<file path="config.mk">
export PLATFORM = sky130hd
export DESIGN_NAME = tm_top
export DESIGN_NICKNAME = d
export VERILOG_FILES = /design/src/rtl/tm_pkg.sv /design/src/rtl/tm_edge.sv /design/src/rtl/tm_src_fsm.sv /design/src/rtl/tm_mcnt.sv /design/src/rtl/tm_top.sv
export SDC_FILE = /design/constraint.sdc
export NUM_CORES = 1
export LEC_CHECK = 0
export ABC_AREA = 1
export BUFFER_PORTS_ARGS = -buffer_cell sky130_fd_sc_hd__buf_2
export CAP_MARGIN = 20
export CELL_PAD_IN_SITES_DETAIL_PLACEMENT = 0
export CELL_PAD_IN_SITES_GLOBAL_PLACEMENT = 1
export CORE_MARGIN = 5
export CORE_UTILIZATION = 40
export DETAILED_ROUTE_END_ITERATION = 6
export GPL_ROUTABILITY_DRIVEN = 0
export PLACE_DENSITY_LB_ADDON = 0.08
export SYNTH_ARGS = -nofsm -noshare
export SYNTH_HDL_FRONTEND = slang
export SYNTH_HIERARCHICAL = 1
export SYNTH_SLANG_ARGS = --single-unit
</file>
<file path="constraint.sdc">
create_clock -name clk -period 4.7 [get_ports clk]
set_input_delay 1.175 -clock clk [delete_from_list [all_inputs] [get_ports clk]]
set_output_delay 1.175 -clock clk [all_outputs]
set_load 0.005 [all_outputs]
</file>
<file path="src/rtl/tm_pkg.sv">
package tm_pkg;
    typedef enum logic [2:0] {
        TC_SHIFT  = 3'b000,
        TC_HIGH   = 3'b001,
        TC_REF    = 3'b010,
        TC_MCNT   = 3'b011,
        TC_FOUT   = 3'b100,
        TC_LOW    = 3'b101,
        TC_BYPASS = 3'b110,
        TC_FOUT_Q = 3'b111
    } tcode_t;

    typedef enum logic [1:0] {
        SRC_LOOP,
        SRC_TO_SER,
        SRC_SER,
        SRC_TO_LOOP
    } src_st_t;
endpackage

</file>
<file path="src/rtl/tm_edge.sv">
module tm_edge #(
    parameter int STAGES = 2
) (
    input  logic clk,
    input  logic rst_n,
    input  logic din,
    output logic rise
);
    logic [STAGES:0] sh;

    always_ff @(posedge clk or negedge rst_n) begin
        if (!rst_n) sh <= '0;
        else        sh <= {sh[STAGES-1:0], din};
    end

    // sh[STAGES-1] is the synchronised level, sh[STAGES] its previous value
    assign rise = sh[STAGES-1] & ~sh[STAGES];
endmodule

</file>
<file path="src/rtl/tm_src_fsm.sv">
module tm_src_fsm
    import tm_pkg::*;
#(
    parameter int PARK_CYC = 4
) (
    input  logic clk,
    input  logic rst_n,
    input  logic want_ser,
    input  logic loop_rise,
    input  logic ser_rise,
    output logic tick
);
    localparam int PK_W = $clog2(PARK_CYC + 1);

    src_st_t          st, nxt;
    logic [PK_W-1:0]  pk;
    logic             park_done;

    assign park_done = (pk == PK_W'(PARK_CYC - 1));

    // state register
    always_ff @(posedge clk or negedge rst_n) begin
        if (!rst_n) begin
            st <= SRC_LOOP;
            pk <= '0;
        end else begin
            st <= nxt;
            if (st != nxt) pk <= '0;
            else if (st == SRC_TO_SER || st == SRC_TO_LOOP) pk <= pk + 1'b1;
        end
    end

    always_comb begin
        nxt = st;
        unique case (st)
            SRC_LOOP:    if (want_ser)   nxt = SRC_TO_SER;
            SRC_TO_SER:  if (!want_ser)  nxt = SRC_LOOP;
                         else if (park_done) nxt = SRC_SER;
            SRC_SER:     if (!want_ser)  nxt = SRC_TO_LOOP;
            SRC_TO_LOOP: if (want_ser)   nxt = SRC_SER;
                         else if (park_done) nxt = SRC_LOOP;
        endcase
    end

    // outputs: edges pass only when the settled state agrees with the request
    always_comb begin
        tick = 1'b0;
        unique case (st)
            SRC_LOOP:    tick = loop_rise & ~want_ser;
            SRC_SER:     tick = ser_rise & want_ser;
            SRC_TO_SER,
            SRC_TO_LOOP: tick = 1'b0;
        endcase
    end
endmodule

</file>
<file path="src/rtl/tm_mcnt.sv">
module tm_mcnt #(
    parameter int M_W = 9
) (
    input  logic           clk,
    input  logic           rst_n,
    input  logic           tick,
    input  logic [M_W-1:0] m_val,
    output logic           pulse
);
    logic [M_W-1:0] cnt;

    always_ff @(posedge clk or negedge rst_n) begin
        if (!rst_n) begin
            cnt   <= '0;
            pulse <= 1'b0;
        end else if (tick) begin
            if (cnt == '0) begin
                cnt   <= m_val - 1'b1;
                pulse <= 1'b1;
            end else begin
                cnt   <= cnt - 1'b1;
                pulse <= 1'b0;
            end
        end
    end
endmodule

</file>
<file path="src/rtl/tm_top.sv">
module tm_top
    import tm_pkg::*;
#(
    parameter int M_W         = 9,
    parameter int SYNC_STAGES = 2,
    parameter int PARK_CYC    = 4
) (
    input  logic           clk,
    input  logic           rst_n,
    input  logic           pload,
    input  logic [2:0]     test_code,
    input  logic [M_W-1:0] m_val,
    input  logic           ref_clk,
    input  logic           vco_clk,
    input  logic           ser_clk,
    input  logic           fout_div,
    input  logic           fout_div4,
    input  logic           sr_out,
    output logic           test_out,
    output logic           div_tick,
    output logic           mcnt_pulse
);
    tcode_t code_q;
    logic   loop_rise, ser_rise, want_ser;

    // test-select register, held at 000 while the parallel load is low
    always_ff @(posedge clk or negedge rst_n) begin
        if (!rst_n)      code_q <= TC_SHIFT;
        else if (!pload) code_q <= TC_SHIFT;
        else             code_q <= tcode_t'(test_code);
    end

    assign want_ser = (code_q == TC_BYPASS);

    tm_edge #(.STAGES(SYNC_STAGES)) loop_edge_i (
        .clk(clk), .rst_n(rst_n), .din(vco_clk), .rise(loop_rise));
    tm_edge #(.STAGES(SYNC_STAGES)) ser_edge_i (
        .clk(clk), .rst_n(rst_n), .din(ser_clk), .rise(ser_rise));

    tm_src_fsm #(.PARK_CYC(PARK_CYC)) src_i (
        .clk(clk), .rst_n(rst_n), .want_ser(want_ser),
        .loop_rise(loop_rise), .ser_rise(ser_rise), .tick(div_tick));

    tm_mcnt #(.M_W(M_W)) mcnt_i (
        .clk(clk), .rst_n(rst_n), .tick(div_tick), .m_val(m_val),
        .pulse(mcnt_pulse));

    always_comb begin
        test_out = 1'b0;
        unique case (code_q)
            TC_SHIFT:  test_out = sr_out;
            TC_HIGH:   test_out = 1'b1;
            TC_REF:    test_out = ref_clk;
            TC_MCNT:   test_out = mcnt_pulse;
            TC_FOUT:   test_out = fout_div;
            TC_LOW:    test_out = 1'b0;
            TC_BYPASS: test_out = mcnt_pulse;
            TC_FOUT_Q: test_out = fout_div4;
        endcase
    end
endmodule

</file>
==> impl_metrics.prom, run 1 <==
# TYPE chip_impl_metric gauge
chip_impl_metric{name="synth_seq_cells",unit=""} 24
chip_impl_metric{name="hold_fix_buffers_at_cts",unit=""} 0
chip_impl_metric{name="power_per_cell_area",unit="nW/µm²"} 405
chip_impl_metric{name="critical_path_required",unit="ns"} 3.52
chip_impl_metric{name="relSlewSlack",unit=""} 0.635
chip_impl_info{name="cp_top_family",value="simple AND/OR/NAND/NOR gates"} 1
chip_impl_metric{name="detail-route-antenna-nets",unit=""} 0
chip_impl_metric{name="clk-insertion-delay-late",unit="ns"} 0.31
chip_impl_metric{name="setup_tns",unit="ns"} 0
chip_impl_metric{name="hold-worst-slack",unit="ns"} 0.366
chip_impl_metric{name="antenna_found_initial",unit=""} 0
chip_impl_info{name="worstSetupPathType",value="input port to output pin"} 1
chip_impl_metric{name="switching_share",unit=""} 0.363
chip_impl_metric{name="via_count",unit=""} 1173
chip_impl_metric{name="total_drc_errors_in_the_routed_layout",unit=""} 0
chip_impl_metric{name="post_synth_instance_area",unit="µm²"} 1350
chip_impl_info{name="tritoncts_clock_tree",value="done"} 1
chip_impl_metric{name="critical_path.n_buffers_inverters",unit=""} 2
chip_impl_metric{name="finalMaxSlewViolations",unit=""} 0
chip_impl_metric{name="1st_iter_drt_viols",unit=""} 13
chip_impl_metric{name="timing.final.crit_share",unit=""} 0.601
chip_impl_metric{name="cts-resized-gates",unit=""} 0
chip_impl_info{name="path_cells",value="buf_2, nand2_1, nand2_1, nand3_1, nand4_1, buf_2"} 1
chip_impl_metric{name="grtUsageTotal",unit=""} 0.140
chip_impl_metric{name="critPathMaxStageDelay",unit="ns"} 0.13
chip_impl_metric{name="hold_violations",unit=""} 0
chip_impl_metric{name="post_route_cells_drive_above_1_share",unit=""} 0.229
chip_impl_metric{name="fillerInstances",unit=""} 367
chip_impl_metric{name="finalCriticalPeriod",unit="ns"} 2.83
chip_impl_metric{name="setup-violations-final",unit=""} 0
chip_impl_metric{name="die_x",unit="µm"} 68.2
chip_impl_info{name="setup.worst_path.start_class",value="input port"} 1
chip_impl_info{name="endpoint_kind",value="output pin"} 1
chip_impl_metric{name="cellLeakagePower",unit="nW"} 0.849
chip_impl_metric{name="vias_per_cell",unit=""} 4.67
chip_impl_metric{name="clk_path_buf_depth",unit=""} 2
chip_impl_metric{name="synthToLayoutAreaGrowth",unit="%"} 15.0
chip_impl_metric{name="floorplan.die.height",unit="µm"} 68.2
chip_impl_metric{name="grt_overflow_total",unit=""} 0
chip_impl_metric{name="simple_gate_share_of_the_synthesized_area",unit=""} 0.336
chip_impl_metric{name="final_net_count",unit=""} 230
chip_impl_metric{name="syn_nets",unit=""} 204
chip_impl_metric{name="core_region_area",unit="µm²"} 3310
chip_impl_metric{name="layout.cell_area.non_filler",unit="µm²"} 1560
chip_impl_metric{name="hpwlAfterDp",unit="mm"} 2.16
chip_impl_info{name="root_buffer",value="sky130_fd_sc_hd__clkbuf_4"} 1
chip_impl_metric{name="ios",unit=""} 24
chip_impl_metric{name="routed_wire_length",unit="mm"} 2.74
chip_impl_metric{name="clkTransAtPathRegs",unit="ns"} 0.14
chip_impl_metric{name="htreeDepth",unit=""} 1
chip_impl_metric{name="detail_route.first_pass.iterations",unit=""} 4
chip_impl_metric{name="initial_core_utilization",unit=""} 0.409
chip_impl_metric{name="synth_cell_type_count",unit=""} 21
chip_impl_metric{name="num_antenna_cells",unit=""} 0
chip_impl_metric{name="post_cts.repair.setup_buffers",unit=""} 0
chip_impl_metric{name="yosys.area_share.adder",unit=""} 0.0277
chip_impl_metric{name="worst-slew-pin-transition",unit="ns"} 0.548
chip_impl_metric{name="cts_sinks",unit=""} 24
chip_impl_metric{name="total_switching_power",unit="W"} 0.000229
chip_impl_metric{name="max_cap_viols",unit=""} 0
chip_impl_metric{name="synth-compound-area-share",unit=""} 0.0702
chip_impl_metric{name="cts_made_buffers",unit=""} 3
chip_impl_metric{name="grt_first_pass_wirelength",unit="mm"} 4.84
chip_impl_info{name="outcome",value="complete, no violations"} 1
chip_impl_metric{name="synth_xor_area_frac",unit=""} 0
chip_impl_metric{name="area_of_the_die",unit="µm²"} 4650
chip_impl_metric{name="pwr-share-clk",unit=""} 0.237
chip_impl_metric{name="maxClockFrequency",unit="MHz"} 354
chip_impl_metric{name="rows",unit=""} 21
chip_impl_info{name="synth_top_family_by_area",value="simple AND/OR/NAND/NOR gates"} 1
chip_impl_metric{name="grt_pass1_vias",unit=""} 1155
chip_impl_metric{name="power",unit="W"} 0.000631
chip_impl_metric{name="seqPwrFrac",unit=""} 0.423
chip_impl_metric{name="grt_start_max_net_pins",unit=""} 25
chip_impl_metric{name="mean_area_per_synthesized_cell",unit="µm²"} 7.52
chip_impl_info{name="rsz0062_at_grt",value="no"} 1
chip_impl_metric{name="place.port_buffers",unit=""} 23
chip_impl_metric{name="placed_cells_incl_taps",unit=""} 247
chip_impl_metric{name="placement.cell_area",unit="µm²"} 1500
chip_impl_metric{name="intPower",unit="W"} 0.000402
chip_impl_metric{name="pwr-share-comb",unit=""} 0.340
chip_impl_info{name="timing.critical_path.slowest_stage_cell",value="sky130_fd_sc_hd__buf_2"} 1
chip_impl_metric{name="final_cells",unit=""} 251
chip_impl_metric{name="crit_fanout",unit=""} 1
chip_impl_metric{name="worst-endpoint-arrival",unit="ns"} 1.65
chip_impl_metric{name="syn_warnings",unit=""} 6
chip_impl_metric{name="synth-seq-area-share",unit=""} 0.444
chip_impl_metric{name="yosys-mux-area-fraction",unit=""} 0
chip_impl_info{name="hp-class",value="flop to flop"} 1
chip_impl_metric{name="vdd_drop_max",unit="V"} 0.000155
chip_impl_metric{name="drt-wirelength-per-cell",unit="µm"} 10.9
chip_impl_metric{name="worst_clock_skew",unit="ns"} 0.00670
chip_impl_metric{name="postSynthCellCount",unit=""} 180
[path summary, 6_finish.rpt]
| check | start | to | slack, ns | depth (start not counted) |
|---|---|---|---|---|
| hold reg to reg | ser_edge_i/sh[0]$_DFF_PN0_ | ser_edge_i/sh[1]$_DFF_PN0_ | 0.37 | 0 |
| min in group asynchronous | rst_n | loop_edge_i/sh[2]$_DFF_PN0_ | 0.82 | 1 |
| hold / removal | ser_edge_i/sh[0]$_DFF_PN0_ | ser_edge_i/sh[1]$_DFF_PN0_ | 0.37 | 0 |
| setup / recovery | ref_clk | test_out | 1.87 | 6 |
| setup reg to reg | code_q[1]$_DFF_PN0_ | mcnt_i/cnt[8]$_DFFE_PN0P_ | 2.73 | 11 |
| max in group asynchronous | rst_n | mcnt_i/cnt[8]$_DFFE_PN0P_ | 3.51 | 1 |
[layout by cell type (no fill, tap or decap), drive strengths merged]
cell,count
ha,3
dfrtp,24
bufinv,1
inv,36
nor2,23
nand4,5
o21ai,6
nand3b,1
buf,24
nor3,1
clkbuf,3
nand3,17
a21oi,7
a31oi,3
o21bai,1
nand2,50
[power by group through the flow]
stage | registers (W) | logic [W] | clock network, W
2_1_floorplan | 0.000265 | 0.000170 | 0
3_3_place_gp | 0.000270 | 0.000211 | 0
3_5_place_dp | 0.000270 | 0.000218 | 0
4_1_cts | 0.000267 | 0.000218 | 0.000156
5_1_grt | 0.000271 | 0.000252 | 0.000164
6_report | 0.000267 | 0.000214 | 0.000150
[Yosys cell counts]
| cell type | number | area, µm² |
|---|---|---|
| sky130_fd_sc_hd__nand3_2 | 2 | 20.0 |
| sky130_fd_sc_hd__buf_4 | 1 | 7.51 |
| sky130_fd_sc_hd__nor3_1 | 1 | 5.00 |
| sky130_fd_sc_hd__o21bai_1 | 1 | 7.51 |
| sky130_fd_sc_hd__ha_1 | 3 | 37.5 |
| sky130_fd_sc_hd__nand4_1 | 5 | 31.3 |
| sky130_fd_sc_hd__a31oi_1 | 3 | 18.8 |
| sky130_fd_sc_hd__dfrtp_1 | 24 | 601 |
| sky130_fd_sc_hd__nand2_2 | 5 | 31.3 |
| sky130_fd_sc_hd__o21ai_0 | 5 | 25.0 |
| sky130_fd_sc_hd__buf_6 | 2 | 22.5 |
| sky130_fd_sc_hd__nand3b_1 | 1 | 7.51 |
| sky130_fd_sc_hd__a21oi_1 | 7 | 35.0 |
| sky130_fd_sc_hd__nor2_4 | 2 | 22.5 |
| sky130_fd_sc_hd__nand2_1 | 45 | 169 |
| sky130_fd_sc_hd__nor2_2 | 6 | 37.5 |
| sky130_fd_sc_hd__o21ai_2 | 1 | 8.76 |
| sky130_fd_sc_hd__nand3_1 | 15 | 75.1 |
| sky130_fd_sc_hd__inv_1 | 33 | 124 |
| sky130_fd_sc_hd__nor2_1 | 15 | 56.3 |
| sky130_fd_sc_hd__inv_2 | 3 | 11.3 |
[flip-flops by register name, summed over array words and instances (netlist names)]
name / count
code_q: 3
loop_edge_i/sh: 3
mcnt_i/cnt: 9
mcnt_i/pulse: 1
ser_edge_i/sh: 3
src_i/pk: 3
src_i/st: 2
[metrics by stage]
stage	utilization	worst slack [ns]
2_1_floorplan	-	2.10
3_3_place_gp	0.454	1.89
3_5_place_dp	0.454	1.87
4_1_cts	0.470	1.87
5_1_grt	0.470	1.81
6_report	0.470	1.87
[area by class of cell]
type,count,area (µm²),share of cell area
well taps,46,57.6,0.0370
clock buffers,3,22.5,0.0145
clock inverters,1,30.0,0.0193
multi-input cells,117,588,0.378
inverters,36,135,0.0868
repair buffers,24,123,0.0788
flip-flops and latches,24,601,0.386
[kinds of logic after synthesis]
group,count (synthesis)
adder cells (fa/ha/maj),3
AND/OR/NAND/NOR,97
flip-flops,24
AO/OA/AOI/OAI,17
buffers and inverters,39
[layer usage]
| metal | routed length, µm | track usage | share of wire | vias up |
|---|---|---|---|---|
| li1 | - | - | - | 612 |
| met3 | 93 | 0.0345 | 0.034 | 2 |
| met5 | 0 | 0 | 0 | - |
| met1 | 1170 | 0.152 | 0.43 | 547 |
| met2 | 1460 | 0.264 | 0.53 | 12 |
| met4 | 16 | 0.0447 | 0.0058 | 0 |
(Power assumes the default switching activity.)
==> run 2: changes to the inputs <==
--- a/config.mk
+++ b/config.mk
@@ -5,7 +5,7 @@
 export SDC_FILE = /design/constraint.sdc
 export NUM_CORES = 1
 export LEC_CHECK = 0
-export ABC_AREA = 1
+export ABC_AREA = 0
 export BUFFER_PORTS_ARGS = -buffer_cell sky130_fd_sc_hd__buf_2
 export CAP_MARGIN = 20
 export CELL_PAD_IN_SITES_DETAIL_PLACEMENT = 0
==> constraint.sdc (replaced) <==
create_clock -name clk -period 2.7 [get_ports clk]
set_input_delay 0.675 -clock clk [delete_from_list [all_inputs] [get_ports clk]]
set_output_delay 0.675 -clock clk [all_outputs]
set_load 0.005 [all_outputs]
==> run 2 against run 1 <==
  * Final cell count shrank 16%
  * Critical endpoint is now div_tick
  * Wire length up 10%
  * Largest cell class is now multi-input gates
  * Power grew 66%
  * Non-clock buffer count is 3 higher
==> impl_metrics.prom, run 2 <==
# TYPE chip_impl_metric gauge
chip_impl_metric{name="intPower",unit="W"} 0.000658
chip_impl_metric{name="synthToLayoutAreaGrowth",unit="%"} 15.0
chip_impl_metric{name="switching_share",unit=""} 0.373
chip_impl_metric{name="syn_nets",unit=""} 166
chip_impl_metric{name="post_route_cells_drive_above_1_share",unit=""} 0.247
chip_impl_metric{name="postSynthCellCount",unit=""} 142
chip_impl_metric{name="drt-wirelength-per-cell",unit="µm"} 14.2
chip_impl_metric{name="detail-route-antenna-nets",unit=""} 0
chip_impl_metric{name="placement.cell_area",unit="µm²"} 1580
chip_impl_metric{name="hold-worst-slack",unit="ns"} 0.328
chip_impl_metric{name="power_per_cell_area",unit="nW/µm²"} 645
chip_impl_metric{name="rows",unit=""} 21
chip_impl_metric{name="htreeDepth",unit=""} 1
chip_impl_metric{name="async_flop_share",unit=""} 1.00
chip_impl_info{name="synth_common_cells",value="24 x sky130_fd_sc_hd__dfrtp_1, 9 x sky130_fd_sc_hd__inv_1, 8 x sky130_fd_sc_hd__nand2_1, 8 x sky130_fd_sc_hd__nor2_1"} 1
chip_impl_metric{name="critical_path_required",unit="ns"} 2.03
chip_impl_info{name="rsz0062_at_grt",value="no"} 1
chip_impl_metric{name="seqPwrFrac",unit=""} 0.484
chip_impl_metric{name="cts_made_buffers",unit=""} 3
chip_impl_metric{name="cts_sinks",unit=""} 24
chip_impl_metric{name="fillerInstances",unit=""} 323
chip_impl_metric{name="grt_overflow_total",unit=""} 0
chip_impl_metric{name="final_critical_path_setup_slack",unit="ns"} 0.170
chip_impl_metric{name="ios",unit=""} 24
chip_impl_info{name="endpoint_kind",value="output pin"} 1
chip_impl_metric{name="core_region_area",unit="µm²"} 3390
chip_impl_metric{name="gr_util_met3",unit=""} 0.0493
chip_impl_metric{name="clk-insertion-delay-late",unit="ns"} 0.31
chip_impl_info{name="timing.critical_path.from",value="code_q[2]$_DFF_PN0_"} 1
chip_impl_metric{name="layout.cell_area.non_filler",unit="µm²"} 1630
chip_impl_metric{name="1st_iter_drt_viols",unit=""} 48
chip_impl_metric{name="grt_pass1_vias",unit=""} 1162
chip_impl_metric{name="place.port_buffers",unit=""} 23
chip_impl_info{name="setup.worst_path.start_class",value="flop"} 1
chip_impl_info{name="yosys-top-cells-area",value="sky130_fd_sc_hd__dfrtp_1 42%, sky130_fd_sc_hd__mux2i_1 2.8%, sky130_fd_sc_hd__ha_1 2.7%"} 1
chip_impl_metric{name="timing.final.crit_share",unit=""} 0.937
chip_impl_metric{name="hold_fix_buffers_at_cts",unit=""} 0
chip_impl_info{name="grt_busiest_layer",value="met2"} 1
chip_impl_info{name="yosysMostFrequentCell",value="sky130_fd_sc_hd__dfrtp_1"} 1
chip_impl_metric{name="detail_route.first_pass.iterations",unit=""} 4
chip_impl_metric{name="max_cap_viols",unit=""} 0
chip_impl_metric{name="setup_tns",unit="ns"} 0
chip_impl_metric{name="syn_warnings",unit=""} 6
chip_impl_metric{name="antenna_found_initial",unit=""} 0
chip_impl_metric{name="post_synth_instance_area",unit="µm²"} 1410
chip_impl_metric{name="vias_per_cell",unit=""} 5.46
chip_impl_metric{name="finalMaxSlewViolations",unit=""} 0
chip_impl_metric{name="clkTransAtPathRegs",unit="ns"} 0.12
chip_impl_metric{name="num_antenna_cells",unit=""} 0
chip_impl_metric{name="clk_path_buf_depth",unit=""} 2
chip_impl_info{name="synth_top_flop_cell",value="sky130_fd_sc_hd__dfrtp_1"} 1
chip_impl_metric{name="area_of_the_die",unit="µm²"} 4820
chip_impl_info{name="outcome",value="complete, no violations"} 1
chip_impl_info{name="tritoncts_clock_tree",value="done"} 1
chip_impl_metric{name="finalCriticalPeriod",unit="ns"} 2.53
chip_impl_metric{name="crit_fanout",unit=""} 18
chip_impl_metric{name="worst_clock_skew",unit="ns"} 0.00141
chip_impl_metric{name="synth_cell_type_count",unit=""} 46
chip_impl_metric{name="floorplan.die.height",unit="µm"} 69.5
chip_impl_info{name="layout_common_cells",value="24 x sky130_fd_sc_hd__dfrtp_1, 23 x sky130_fd_sc_hd__buf_2, 9 x sky130_fd_sc_hd__inv_1, 8 x sky130_fd_sc_hd__nand2_1, 7 x sky130_fd_sc_hd__nor2_1"} 1
chip_impl_metric{name="number_of_flops_mapped_to_enable_cells_by_yosys",unit=""} 0
chip_impl_metric{name="globalRouteMet1Util",unit=""} 0.173
chip_impl_metric{name="grtUsageTotal",unit=""} 0.140
chip_impl_metric{name="grt_first_pass_wirelength",unit="mm"} 5.57
chip_impl_metric{name="synth-seq-area-share",unit=""} 0.425
chip_impl_metric{name="placement.setup.worst_slack",unit="ns"} 0.195
chip_impl_metric{name="via_count",unit=""} 1158
chip_impl_metric{name="pwr-share-clk",unit=""} 0.176
chip_impl_metric{name="mean_area_per_synthesized_cell",unit="µm²"} 9.96
chip_impl_metric{name="grt_use_met2",unit=""} 0.224
chip_impl_info{name="root_buffer",value="sky130_fd_sc_hd__clkbuf_4"} 1
chip_impl_info{name="rr_startpoint",value="mcnt_i/cnt[7]$_DFFE_PN0P_"} 1
chip_impl_info{name="post_synthesis_cell_type_with_the_largest_combined_area",value="sky130_fd_sc_hd__dfrtp_1"} 1
chip_impl_metric{name="maxClockFrequency",unit="MHz"} 395
chip_impl_metric{name="setup-violations-final",unit=""} 0
chip_impl_metric{name="final_net_count",unit=""} 191
chip_impl_info{name="worstSetupPathType",value="flop to output pin"} 1
chip_impl_metric{name="hpwlAfterDp",unit="mm"} 2.29
chip_impl_metric{name="cellLeakagePower",unit="nW"} 0.683
chip_impl_metric{name="total_switching_power",unit="W"} 0.000391
chip_impl_metric{name="grt_start_max_net_pins",unit=""} 25
chip_impl_metric{name="pwr-share-comb",unit=""} 0.340
chip_impl_metric{name="largest_register_ff_count",unit=""} 9
chip_impl_info{name="register_with_the_most_flip_flops",value="mcnt_i/cnt"} 1
chip_impl_metric{name="worst-endpoint-arrival",unit="ns"} 1.85
chip_impl_metric{name="hold_violations",unit=""} 0
chip_impl_metric{name="die_x",unit="µm"} 69.5
chip_impl_info{name="mostFrequentLayoutCell",value="sky130_fd_sc_hd__dfrtp_1"} 1
chip_impl_metric{name="synth_seq_cells",unit=""} 24
chip_impl_info{name="hp-class",value="input port to asynchronous set/reset pin"} 1
chip_impl_metric{name="vdd_drop_max",unit="V"} 0.000356
chip_impl_metric{name="netlist.area_leader.share",unit=""} 0.425
chip_impl_metric{name="initial_core_utilization",unit=""} 0.417
chip_impl_metric{name="routed_wire_length",unit="mm"} 3.02
chip_impl_metric{name="relSlewSlack",unit=""} 0.616
chip_impl_metric{name="total_drc_errors_in_the_routed_layout",unit=""} 0
chip_impl_metric{name="worst-slew-pin-transition",unit="ns"} 0.570
run 2: cell count changes after synthesis, moves of 6 or more:
cell                       delta
sky130_fd_sc_hd__inv_1       -24
sky130_fd_sc_hd__nand2_1     -37
sky130_fd_sc_hd__nand2b_1     +6
sky130_fd_sc_hd__nand3_1     -11
sky130_fd_sc_hd__nor2_1       -7
sky130_fd_sc_hd__nor2_2       -6
run 2: final timing paths:
| check | end | slack (ns) | depth (start not counted) |
|---|---|---|---|
| max | div_tick | 0.17 | 6 |
| min | mcnt_i/cnt[7]$_DFFE_PN0P_ | 0.33 | 1 |
| max reg2reg | mcnt_i/cnt[8]$_DFFE_PN0P_ | 0.29 | 8 |
| min reg2reg | ser_edge_i/sh[1]$_DFF_PN0_ | 0.36 | 0 |
| max in group asynchronous | ser_edge_i/sh[1]$_DFF_PN0_ | 2.01 | 1 |
| min in group clk | ser_edge_i/sh[1]$_DFF_PN0_ | 0.36 | 0 |
run 2: logic make-up after synthesis:
| family | Yosys count | share of synthesized area |
|---|---|---|
| flops | 24 | 0.425 |
| mux | 7 | 0.0522 |
| fa+ha+maj | 3 | 0.0266 |
| compound gates | 32 | 0.174 |
| buf+inv | 16 | 0.0496 |
| simple gates | 57 | 0.254 |
| xor+xnor | 3 | 0.0186 |
run 2: layout make-up:
type	instances	area, µm²	share of cell area
Multi-Input combinational cell	102	752	0.463
Sequential cell	24	601	0.370
Timing Repair Buffer	27	145	0.0893
Tap cell	46	57.6	0.0354
Clock buffer	4	36.3	0.0223
Inverter	9	33.8	0.0208
run 2: per-layer routing:
metal	vias to the layer above	share of wire
li1	579	-
met1	545	0.45
met2	26	0.48
met3	8	0.054
met4	0	0.016
met5	-	0
run 2: stage by stage:
step	util	std cells	total power [W]
floorplan	-	142	0.000759
global placement	0.466	208	0.000857
detailed placement	0.466	208	0.000862
CTS	0.477	212	0.00106
global route	0.480	212	0.00114
finish	0.480	212	0.00105
run 2: worst max-delay path, stage by stage (launching register included):
cell and delay, ns:
sky130_fd_sc_hd__dfrtp_1 0.46, sky130_fd_sc_hd__nand2_1 0.11, sky130_fd_sc_hd__nor2_2 0.07, sky130_fd_sc_hd__or3b_1 0.35, sky130_fd_sc_hd__a21oi_1 0.16, sky130_fd_sc_hd__buf_4 0.24, sky130_fd_sc_hd__buf_2 0.15
run 2: what timing repair did:
action | CTS | global route
gates resized for setup | 0 | 3
buffers inserted | 0 | 0
endpoints found under the hold margin | 0 | 0
endpoints found under the setup margin | 0 | 2
run 2: power groups by stage:
| stage | clock network, W | logic [W] | registers (W) |
|---|---|---|---|
| after floorplan | 0 | 0.000272 | 0.000487 |
| after global placement | 0 | 0.000346 | 0.000511 |
| after detailed placement | 0 | 0.000352 | 0.000509 |
| after CTS | 0.000199 | 0.000354 | 0.000503 |
| after global routing | 0.000213 | 0.000404 | 0.000520 |
| final | 0.000185 | 0.000356 | 0.000507 |
==> run 3: changes to the inputs <==
--- a/config.mk
+++ b/config.mk
@@ -19,3 +19,4 @@
 export SYNTH_HDL_FRONTEND = slang
 export SYNTH_HIERARCHICAL = 1
 export SYNTH_SLANG_ARGS = --single-unit
+export TNS_END_PERCENT = 20
==> constraint.sdc (replaced) <==
create_clock -name clk -period 2.7 [get_ports clk]
set_input_delay 0.27 -clock clk [delete_from_list [all_inputs] [get_ports clk]]
set_output_delay 0.27 -clock clk [all_outputs]
set_load 0.005 [all_outputs]
==> run 3 against run 2 <==
  * Via count up 5.6%
  * Sequential cell count unchanged
  * Sequential power about the same
  * Setup slack better by 0.14 ns
  * Cell area up 1.4%
  * First-iteration DRC count down 46%
  * Hold slack worse by 0.28 ns
  * Critical path type is now flop to flop
  * Largest cell class unchanged
  * Highest routed layer unchanged
==> impl_metrics.prom, run 3 (synthesis results as in run 2) <==
# TYPE chip_impl_metric gauge
chip_impl_metric{name="grt_start_max_net_pins",unit=""} 25
chip_impl_info{name="outcome",value="complete, no violations"} 1
chip_impl_info{name="highest_layer_used_for_signal_routing",value="met4"} 1
chip_impl_metric{name="clkTransAtPathRegs",unit="ns"} 0.14
chip_impl_metric{name="hpwlAfterDp",unit="mm"} 2.38
chip_impl_metric{name="core_region_area",unit="µm²"} 3390
chip_impl_metric{name="cellLeakagePower",unit="nW"} 0.694
chip_impl_metric{name="power_per_cell_area",unit="nW/µm²"} 684
chip_impl_metric{name="die_x",unit="µm"} 69.5
chip_impl_metric{name="drt-wirelength-per-cell",unit="µm"} 15.0
chip_impl_metric{name="synthToLayoutAreaGrowth",unit="%"} 16.5
chip_impl_metric{name="max_cap_viols",unit=""} 0
chip_impl_metric{name="final_cells",unit=""} 213
chip_impl_metric{name="1st_iter_drt_viols",unit=""} 26
chip_impl_metric{name="final_net_count",unit=""} 192
chip_impl_metric{name="antenna_found_initial",unit=""} 0
chip_impl_info{name="rsz0062_at_grt",value="no"} 1
chip_impl_metric{name="worst-slew-pin-transition",unit="ns"} 0.555
chip_impl_metric{name="clk-insertion-delay-late",unit="ns"} 0.32
chip_impl_metric{name="crit_fanout",unit=""} 5
chip_impl_metric{name="area_of_the_die",unit="µm²"} 4820
chip_impl_metric{name="htreeDepth",unit=""} 1
chip_impl_metric{name="clk_path_buf_depth",unit=""} 2
chip_impl_metric{name="hold_violations",unit=""} 0
chip_impl_metric{name="via_count",unit=""} 1223
chip_impl_metric{name="critical_path_required",unit="ns"} 2.90
chip_impl_metric{name="routed_wire_length",unit="mm"} 3.20
chip_impl_info{name="layout_common_cells",value="24 x sky130_fd_sc_hd__dfrtp_1, 23 x sky130_fd_sc_hd__buf_2, 9 x sky130_fd_sc_hd__inv_1, 8 x sky130_fd_sc_hd__nand2_1, 8 x sky130_fd_sc_hd__nor2_1"} 1
chip_impl_metric{name="vdd_drop_max",unit="V"} 0.000428
chip_impl_metric{name="grt_pass1_vias",unit=""} 1241
chip_impl_metric{name="setup-violations-final",unit=""} 0
chip_impl_metric{name="finalMaxSlewViolations",unit=""} 0
chip_impl_metric{name="largest_register_ff_count",unit=""} 9
chip_impl_metric{name="worst-endpoint-arrival",unit="ns"} 2.59
chip_impl_metric{name="timing.final.crit_share",unit=""} 0.884
chip_impl_metric{name="routed-wl-met2",unit="mm"} 1.54
chip_impl_info{name="mostFrequentLayoutCell",value="sky130_fd_sc_hd__dfrtp_1"} 1
chip_impl_metric{name="finalCriticalPeriod",unit="ns"} 2.39
chip_impl_metric{name="initial_core_utilization",unit=""} 0.417
chip_impl_metric{name="grtUsageTotal",unit=""} 0.142
chip_impl_metric{name="m1WireLength",unit="mm"} 1.32
chip_impl_info{name="tritoncts_clock_tree",value="done"} 1
chip_impl_metric{name="detail-route-antenna-nets",unit=""} 0
chip_impl_metric{name="layout.cell_area.non_filler",unit="µm²"} 1650
chip_impl_metric{name="detail_route.first_pass.iterations",unit=""} 5
chip_impl_metric{name="placement.cell_area",unit="µm²"} 1580
chip_impl_info{name="worstSetupPathType",value="flop to flop"} 1
chip_impl_metric{name="detailroute.wirelength.met3",unit="µm"} 242
chip_impl_metric{name="post_route_cells_drive_above_1_share",unit=""} 0.240
chip_impl_metric{name="final_core_utilization",unit=""} 0.486
chip_impl_metric{name="worst_clock_skew",unit="ns"} 0.00780
chip_impl_metric{name="cts_sinks",unit=""} 24
chip_impl_metric{name="fillerInstances",unit=""} 318
chip_impl_metric{name="vias_per_cell",unit=""} 5.74
chip_impl_metric{name="placed_cells_incl_taps",unit=""} 208
chip_impl_metric{name="maxClockFrequency",unit="MHz"} 419
chip_impl_info{name="root_buffer",value="sky130_fd_sc_hd__clkbuf_4"} 1
chip_impl_metric{name="num_antenna_cells",unit=""} 0
chip_impl_metric{name="grt_overflow_total",unit=""} 0
chip_impl_metric{name="setup_tns",unit="ns"} 0
chip_impl_info{name="register_with_the_most_flip_flops",value="mcnt_i/cnt"} 1
chip_impl_metric{name="floorplan.die.height",unit="µm"} 69.5
chip_impl_metric{name="rows",unit=""} 21
chip_impl_metric{name="total_drc_errors_in_the_routed_layout",unit=""} 0
chip_impl_metric{name="relSlewSlack",unit=""} 0.630
chip_impl_info{name="hp-class",value="input port to flop"} 1
chip_impl_info{name="endpoint_kind",value="flop"} 1
chip_impl_info{name="setup.worst_path.start_class",value="flop"} 1
chip_impl_metric{name="power",unit="W"} 0.00113
chip_impl_metric{name="place.port_buffers",unit=""} 23
chip_impl_metric{name="cts_made_buffers",unit=""} 3
chip_impl_metric{name="grt_first_pass_wirelength",unit="mm"} 5.64
chip_impl_metric{name="ios",unit=""} 24
-- run 3: critical path: stages (launching register included) --
cell and delay [ns]:
sky130_fd_sc_hd__dfrtp_1 0.44, sky130_fd_sc_hd__or4_1 0.65, sky130_fd_sc_hd__nor3_4 0.32, sky130_fd_sc_hd__a21oi_1 0.14, sky130_fd_sc_hd__ha_1 0.23, sky130_fd_sc_hd__nor3b_2 0.18, sky130_fd_sc_hd__nand2_1 0.08, sky130_fd_sc_hd__a2111oi_0 0.07
sky130_fd_sc_hd__xnor2_1 0.16
-- run 3: layer usage --
| layer | vias to the layer above | track usage |
|---|---|---|
| li1 | 580 | - |
| met1 | 574 | 0.169 |
| met2 | 55 | 0.231 |
| met3 | 14 | 0.0435 |
| met4 | 0 | 0.0672 |
| met5 | - | 0 |
-- run 3: area by class of cell --
type	instances	area [µm²]	area share
Clock buffer	3	22.5	0.0137
Inverter	9	33.8	0.0205
Sequential cell	24	601	0.364
Tap cell	46	57.6	0.0349
Timing Repair Buffer	28	155	0.0942
Clock inverter	1	30.0	0.0182
Multi-Input combinational cell	102	748	0.454
-- run 3: path summary, 6_finish.rpt --
| check | start | endpoint | slack (ns) | cells after the start |
|---|---|---|---|---|
| hold reg to reg | ser_edge_i/sh[0]$_DFF_PN0_ | ser_edge_i/sh[1]$_DFF_PN0_ | 0.37 | 0 |
| setup reg to reg | mcnt_i/cnt[6]$_DFFE_PN0P_ | mcnt_i/cnt[8]$_DFFE_PN0P_ | 0.31 | 8 |
| setup / recovery | mcnt_i/cnt[6]$_DFFE_PN0P_ | mcnt_i/cnt[8]$_DFFE_PN0P_ | 0.31 | 8 |
| hold / removal | ser_clk | ser_edge_i/sh[0]$_DFF_PN0_ | 0.05 | 1 |
| max in group asynchronous | rst_n | mcnt_i/cnt[1]$_DFFE_PN0P_ | 1.88 | 2 |
| min in group asynchronous | rst_n | mcnt_i/pulse$_DFFE_PN0P_ | 0.45 | 2 |
-- run 3: timing repair --
item | 4_1_cts | 5_1_grt
endpoints found under the setup margin | 0 | 1
hold endpoints to repair | 24 | 0
resized for setup | 0 | 1
hold buffers | 1 | 0
buffers inserted | 0 | 0
-- run 3: through the flow --
stage               hold WS [ns]  worst slack, ns
finish                    0.0485            0.312
global route              0.0180           0.0968
CTS                       0.0399            0.171
detailed placement         0.297            0.231
global placement           0.282            0.323
floorplan                -0.0256            0.368
-- run 3: where the power goes --
part	total [W]	switching [W]	leakage [nW]	internal, W
logic	0.000357	0.000207	0.364	0.000150
clock network	0.000261	0.000111	0.0279	0.000150
registers	0.000509	0.0000830	0.303	0.000426
